**src/rtl/wbc_pkg.sv**
```systemverilog
package wbc_pkg;

    typedef enum logic [1:0] {
        S_IDLE  = 2'd0,
        S_WAIT  = 2'd1,
        S_WRITE = 2'd2
    } wbc_state_e;

    // Largest digest in bytes for a {family, algorithm} code
    function automatic logic [6:0] digest_max(input logic wide, input logic [1:0] alg);
        case ({wide, alg})
            3'b000:  digest_max = 7'd16;
            3'b001:  digest_max = 7'd20;
            3'b010:  digest_max = 7'd28;
            3'b011:  digest_max = 7'd32;
            3'b100:  digest_max = 7'd48;
            3'b101:  digest_max = 7'd64;
            3'b110:  digest_max = 7'd28;
            default: digest_max = 7'd32;
        endcase
    endfunction

endpackage

```
**src/rtl/wbc_job_sizer.sv**
```systemverilog
module wbc_job_sizer #(
    parameter int LEN_W        = 24,
    parameter int NB_W         = 7,
    parameter int CIPHER_BYTES = 16
) (
    input  logic             hash,
    input  logic             wide,
    input  logic [1:0]       alg,
    input  logic [5:0]       digest_m1,
    input  logic [LEN_W-1:0] len,
    output logic [LEN_W-1:0] blocks,
    output logic [7:0]       pad,
    output logic [NB_W-1:0]  nbytes
);
    import wbc_pkg::*;

    localparam int W2 = LEN_W + 8;

    logic [2:0]    sh;
    logic [W2-1:0] sum;
    logic [W2-1:0] rounded;
    logic [6:0]    want;
    logic [6:0]    lim;

    always_comb begin
        sh      = !hash ? 3'd4 : (wide ? 3'd7 : 3'd6);
        sum     = W2'(len) + (W2'(1) << sh) - W2'(1);
        blocks  = LEN_W'(sum >> sh);
        rounded = W2'(blocks) << sh;
        pad     = 8'(rounded - W2'(len));
        want    = 7'(digest_m1) + 7'd1;
        lim     = digest_max(wide, alg);
        nbytes  = hash ? NB_W'((want > lim) ? lim : want) : NB_W'(CIPHER_BYTES);
    end

endmodule

```
**src/rtl/wbc_word_sel.sv**
```systemverilog
module wbc_word_sel #(
    parameter int RES_BYTES = 64,
    parameter int IDX_W     = 4,
    parameter int NB_W      = 7
) (
    input  logic [8*RES_BYTES-1:0] data,
    input  logic [IDX_W-1:0]       idx,
    input  logic [NB_W-1:0]        nbytes,
    output logic [31:0]            word,
    output logic [3:0]             be
);
    assign word = data[32*idx +: 32];

    for (genvar j = 0; j < 4; j++) begin : g_be
        logic [NB_W-1:0] pos;
        assign pos   = NB_W'({idx, 2'b00}) + NB_W'(j);
        assign be[j] = pos < nbytes;
    end

endmodule

```
**src/rtl/wbc_writeback_ctrl.sv**
```systemverilog
module wbc_writeback_ctrl #(
    parameter int ADDR_W       = 32,
    parameter int LEN_W        = 24,
    parameter int RES_BYTES    = 64,
    parameter int CIPHER_BYTES = 16
) (
    input  logic                   clk,
    input  logic                   rst_n,
    input  logic                   start,
    input  logic                   cfg_hash,
    input  logic                   cfg_wide,
    input  logic [1:0]             cfg_alg,
    input  logic                   cfg_last_only,
    input  logic [5:0]             cfg_digest_m1,
    input  logic [ADDR_W-1:0]      cfg_dest,
    input  logic [LEN_W-1:0]       cfg_len,
    input  logic                   res_valid,
    output logic                   res_ready,
    input  logic [8*RES_BYTES-1:0] res_data,
    output logic                   wr_valid,
    input  logic                   wr_ready,
    output logic [ADDR_W-1:0]      wr_addr,
    output logic [31:0]            wr_data,
    output logic [3:0]             wr_be,
    output logic                   busy,
    output logic [LEN_W-1:0]       block_count,
    output logic [7:0]             pad_bytes
);
    import wbc_pkg::*;

    localparam int RES_W  = 8 * RES_BYTES;
    localparam int NWORDS = RES_BYTES / 4;
    localparam int IDX_W  = $clog2(NWORDS);
    localparam int NB_W   = $clog2(RES_BYTES + 1);

    typedef struct packed {
        wbc_state_e         st;
        logic               last_only;
        logic [LEN_W-1:0]   left;
        logic [NB_W-1:0]    nbytes;
        logic [IDX_W-1:0]   widx;
        logic [RES_W-1:0]   data;
        logic [ADDR_W-1:0]  addr;
        logic [LEN_W-1:0]   blocks;
        logic [7:0]         pad;
    } wbc_regs_t;

    wbc_regs_t r_d, r_q;

    logic [LEN_W-1:0] sz_blocks;
    logic [7:0]       sz_pad;
    logic [NB_W-1:0]  sz_nbytes;
    logic [IDX_W-1:0] last_idx;

    wbc_job_sizer #(
        .LEN_W(LEN_W), .NB_W(NB_W), .CIPHER_BYTES(CIPHER_BYTES)
    ) u_sizer (
        .hash(cfg_hash), .wide(cfg_wide), .alg(cfg_alg),
        .digest_m1(cfg_digest_m1), .len(cfg_len),
        .blocks(sz_blocks), .pad(sz_pad), .nbytes(sz_nbytes)
    );

    wbc_word_sel #(
        .RES_BYTES(RES_BYTES), .IDX_W(IDX_W), .NB_W(NB_W)
    ) u_sel (
        .data(r_q.data), .idx(r_q.widx), .nbytes(r_q.nbytes),
        .word(wr_data), .be(wr_be)
    );

    assign last_idx = IDX_W'((r_q.nbytes - NB_W'(1)) >> 2);

    always_comb begin
        r_d = r_q;
        case (r_q.st)
            S_IDLE: begin
                if (start) begin
                    r_d.last_only = cfg_last_only & ~cfg_hash;
                    r_d.addr      = {cfg_dest[ADDR_W-1:2], 2'b00};
                    r_d.blocks    = sz_blocks;
                    r_d.pad       = sz_pad;
                    r_d.nbytes    = sz_nbytes;
                    r_d.left      = cfg_hash ? LEN_W'(1) : sz_blocks;
                    r_d.st        = (cfg_hash || sz_blocks != '0) ? S_WAIT : S_IDLE;
                end
            end
            S_WAIT: begin
                if (res_valid) begin
                    r_d.data = res_data;
                    r_d.left = r_q.left - LEN_W'(1);
                    r_d.widx = '0;
                    if (!r_q.last_only || r_q.left == LEN_W'(1)) begin
                        r_d.st = S_WRITE;
                    end
                end
            end
            S_WRITE: begin
                if (wr_ready) begin
                    r_d.addr = r_q.addr + ADDR_W'(4);
                    r_d.widx = r_q.widx + IDX_W'(1);
                    if (r_q.widx == last_idx) begin
                        r_d.st = (r_q.left == '0) ? S_IDLE : S_WAIT;
                    end
                end
            end
            default: r_d.st = S_IDLE;
        endcase
    end

    always_ff @(posedge clk) begin
        if (!rst_n) begin
            r_q <= '0;
        end else begin
            r_q <= r_d;
        end
    end

    assign res_ready   = (r_q.st == S_WAIT);
    assign wr_valid    = (r_q.st == S_WRITE);
    assign wr_addr     = r_q.addr;
    assign busy        = (r_q.st != S_IDLE);
    assign block_count = r_q.blocks;
    assign pad_bytes   = r_q.pad;

    // enables always form a contiguous run from byte 0
    p_be_shape_r6: assert property (@(posedge clk) disable iff (!rst_n)
        wr_valid |-> (wr_be == 4'b0001 || wr_be == 4'b0011 ||
                      wr_be == 4'b0111 || wr_be == 4'b1111));

    // destination steps one word per accepted write
    p_addr_step_r7: assert property (@(posedge clk) disable iff (!rst_n)
        (wr_valid && wr_ready) |=> (wr_addr == $past(wr_addr) + ADDR_W'(4)));

    // stalled write keeps its content
    p_hold_r8: assert property (@(posedge clk) disable iff (!rst_n)
        (wr_valid && !wr_ready) |=> (wr_valid && $stable(wr_addr) &&
                                     $stable(wr_data) && $stable(wr_be)));

    // start during a job leaves the job shape alone
    p_start_ignored_r10: assert property (@(posedge clk) disable iff (!rst_n)
        (busy && start) |=> ($stable(block_count) && $stable(pad_bytes)));

endmodule

```
**config.mk**
```make
export PLATFORM = sky130hd
export DESIGN_NAME = wbc_writeback_ctrl
export DESIGN_NICKNAME = d
export VERILOG_FILES = /design/src/rtl/wbc_pkg.sv /design/src/rtl/wbc_job_sizer.sv /design/src/rtl/wbc_word_sel.sv /design/src/rtl/wbc_writeback_ctrl.sv
export SDC_FILE = /design/constraint.sdc
export NUM_CORES = 2
export LEC_CHECK = 0
export BUFFER_PORTS_ARGS = -buffer_cell sky130_fd_sc_hd__clkbuf_2
export CAP_MARGIN = 20
export CORE_AREA = 5 5 277 279
export DETAILED_ROUTE_END_ITERATION = 7
export DIE_AREA = 0 0 282 284
export PLACE_DENSITY_LB_ADDON = 0.1
export REMOVE_ABC_BUFFERS = 1
export SYNTH_ARGS = -nofsm -noshare
export SYNTH_HDL_FRONTEND = slang
export SYNTH_SLANG_ARGS = --single-unit
export TNS_END_PERCENT = 30
```
**constraint.sdc**
```tcl
create_clock -name clk -period 4.2 [get_ports clk]
set_input_delay 0.63 -clock clk [delete_from_list [all_inputs] [get_ports clk]]
set_output_delay 0.63 -clock clk [all_outputs]
set_load 0.01 [all_outputs]
```
==> run metrics <==
status complete, no violations; input/output buffers 682; FF-to-FF setup slack 1120 ps; fin nets 4693; RR Endpoint r_q[311]$_SDFFE_PN0P_; Overall Power 0.0150 W; Startpoint Class flip-flop; Vias 26800; max_cap viols 0; CTS root buffer clkbuf_16; fraction of layout cells with a size suffix above 1 0.254; max_slew headroom 0.165; hold depth 3; synthesized area 0.0293 mm²; critical path endpoint category primary output; final period utilization 0.875; skew final 24.7 ps; Clock Power Share 0.435; EDFF count, synth 0; YS warnings 0; most area-hungry cell type in the Yosys netlist dfxtp_1; DRT Pass-1 Iters 5; hold path startpoint res_data[2]; Final HPWL DP 69.9 mm; final setup vio count 0; row count 100; CTS tree done; initial core utilization 0.396; drt drc 0; LEAKAGE 13.8 nW; GR Overflow Total 0; synth top area cells dfxtp_1 (42%), nand2_1 (15%), mux4_2 (12%); largest family of logic cells by synthesized area simple AND/OR/NAND/NOR gates; Period minus WS final 3670 ps; post-synthesis mux area share 0.126; Yosys cell types 80; chip width 282 µm; Final ANT Viol Nets 0; vias per cell 5.25; share of total power in combinational logic 0.148; Die H 284 µm; pwr dens 422 mW/mm²; Setup Buffers After CTS 0; post-synthesis xor/xnor area fraction 0.0141; ys async rst share 0; largest net degree at the start of global routing 243; top-area cell type share of the netlist area 0.418; met3 GRT Util 0.0567; Area Overhead vs Synth 21.6%; crit path DAT 3040 ps; Worst-path clk slew 60 ps; CP Class flip-flop to primary output; Hold Vio Cnt, Final 0; GRT Util Overall 0.234; Peak VDD IR 303 µV; final hold slack 233 ps; antenna violations before repair 42; vias in the first global route 26000; initial drt markers 1861; RSZ-0062 raised after global routing false; Clock Tree Buf Depth 3; Yosys reg bits 612; met1 usage 0.305; drt total wl 99.3 mm; met2 Resource Use GR 0.393; Net Sw Power 0.00408 W; synthesized netlist cell count 3581; Crit path required time 3570 ps; Worst Path Max Fanout 32; top_reg_cell synth dfxtp_1; Hold Buf Count CTS 0; IO Count 687; compound-cell area share of the yosys netlist 0.162; gpl congestion 0.864; switch share 0.271; Core Area 0.0739 mm²; first-pass GRT wire length 150 mm; f_max 0.272 GHz; Flop pwr share 0.417; adder-cell share of the synthesized area 0.0214; worst r2r path cells 7; fin. max-slew vios 0; Int Pwr 0.0110 W; sequential area share after synthesis 0.418; Worst-Skew Late Latency 610 ps; PostCTS Resize Cnt 0; Avg WL per Cell 19.5 µm; r2r startpoint r_q[612]$_SDFFE_PN0P_; worst slew pin tran 1250 ps; TritonCTS Buffers 71; CTS sink cnt 612; average size of a mapped cell 8.18 µm²; Worst Hold Class primary input to flip-flop; most used routing layer met2; Hold Path Sink r_q[66]$_SDFFE_PN0P_; H-Tree Depth 3; die area 0.0801 mm²; Synth Area in Simple Gates 0.198
==> placed cells by master (no fill, tap or decap), types with 50 or more instances in the layout <==
| cell | Yosys | layout |
|---|---|---|
| nor2_1 | 148 | 147 |
| a21oi_1 | 626 | 626 |
| mux4_2 | 160 | 160 |
| nand2_1 | 1133 | 1132 |
| clkbuf_2 | 0 | 682 |
| inv_1 | 61 | 60 |
| o21ai_0 | 60 | 60 |
| dfxtp_1 | 612 | 608 |
| clkbuf_16 | 0 | 73 |
| ha_1 | 50 | 50 |
==> how the worst max path moves through the flow <==
stage | from | cells after the start | endpoint | slack [ps]
after floorplan | r_q[613]$_SDFFE_PN0P_ | 6 | r_q[595]$_SDFFE_PN0P_ | -9870
after global placement | cfg_hash | 18 | r_q[612]$_SDFFE_PN0P_ | 130
after detailed placement | cfg_hash | 18 | r_q[612]$_SDFFE_PN0P_ | 140
after CTS | r_q[576]$_SDFFE_PN0P_ | 4 | wr_data[8] | 420
after global routing | r_q[576]$_SDFFE_PN0P_ | 4 | wr_data[8] | 340
final | r_q[576]$_SDFFE_PN0P_ | 4 | wr_data[8] | 530
==> cells by family after synthesis <==
kind of cell | count (synthesis)
and+or+nand+nor | 1447
buffers and inverters | 402
muxes | 169
other | 2
adders and majority gates | 50
DFF | 612
AOI/OAI and AO/OA | 852
xor gates and xnor gates | 47
==> sequential cells by signal, indices dropped and copies added, names as in the netlist <==
name / count
block_count: 24
pad_bytes: 8
r_q: 550
wr_addr: 30
==> area by class of cell <==
| cell class | instances | area [µm²] |
|---|---|---|
| fill | 7458 | 38300 |
| multi-input combinational | 2568 | 15300 |
| sequential | 612 | 12300 |
| timing repair buffer | 744 | 4080 |
| clock buffer | 95 | 2060 |
| tap | 969 | 1210 |
| clock inverter | 29 | 414 |
| inverter | 62 | 240 |
| antenna | 22 | 55.1 |
==> power groups by stage <==
stage / Combinational (W) / Clock (W) / Sequential [W]
finish: 0.00223 / 0.00653 / 0.00628
global route: 0.00246 / 0.00694 / 0.00631
CTS: 0.00224 / 0.00670 / 0.00628
detailed placement: 0.00223 / 0 / 0.00640
global placement: 0.00223 / 0 / 0.00640
floorplan: 0.00144 / 0 / 0.00639
==> worst max-delay path, stage by stage (launching register included) <==
cell,delay [ps]
dfxtp_4,830
buf_4,400
mux4_2,560
mux4_2,470
clkbuf_2,140
==> cells in the mapped netlist, drive strengths merged (14+ instances only) <==
master	count
a221oi	15
nand2	1133
xnor2	28
clkbuf	241
nor3	42
o211ai	16
xor2	19
and2	14
ha	50
a211oi	19
a21oi	627
buf	99
dfxtp	612
nor2	148
inv	62
mux4	160
o21ai	71
nand3	38
==> per-stage QoR <==
| step | instances | TNS [ps] | util | worst slack [ps] | cell area (µm²) |
|---|---|---|---|---|---|
| 2_1_floorplan | 3242 | -3738740 | - | -9870 | 27800 |
| 3_3_place_gp | 4955 | 0 | 0.448 | 128 | 33100 |
| 3_5_place_dp | 4955 | 0 | 0.448 | 136 | 33100 |
| 4_1_cts | 5079 | 0 | 0.481 | 418 | 35600 |
| 5_1_grt | 5095 | 0 | 0.482 | 337 | 35600 |
| 6_report | 5101 | 0 | 0.482 | 526 | 35600 |
==> layer usage <==
layer / routed length (µm) / vias to the layer above / part of all wire
met5: 179 / - / 0.0018
met4: 1910 / 30 / 0.019
met3: 6810 / 148 / 0.069
met2: 48400 / 712 / 0.49
met1: 41900 / 12700 / 0.42
li1: - / 13200 / -
No activity file was read; power rests on OpenSTA's default activity.
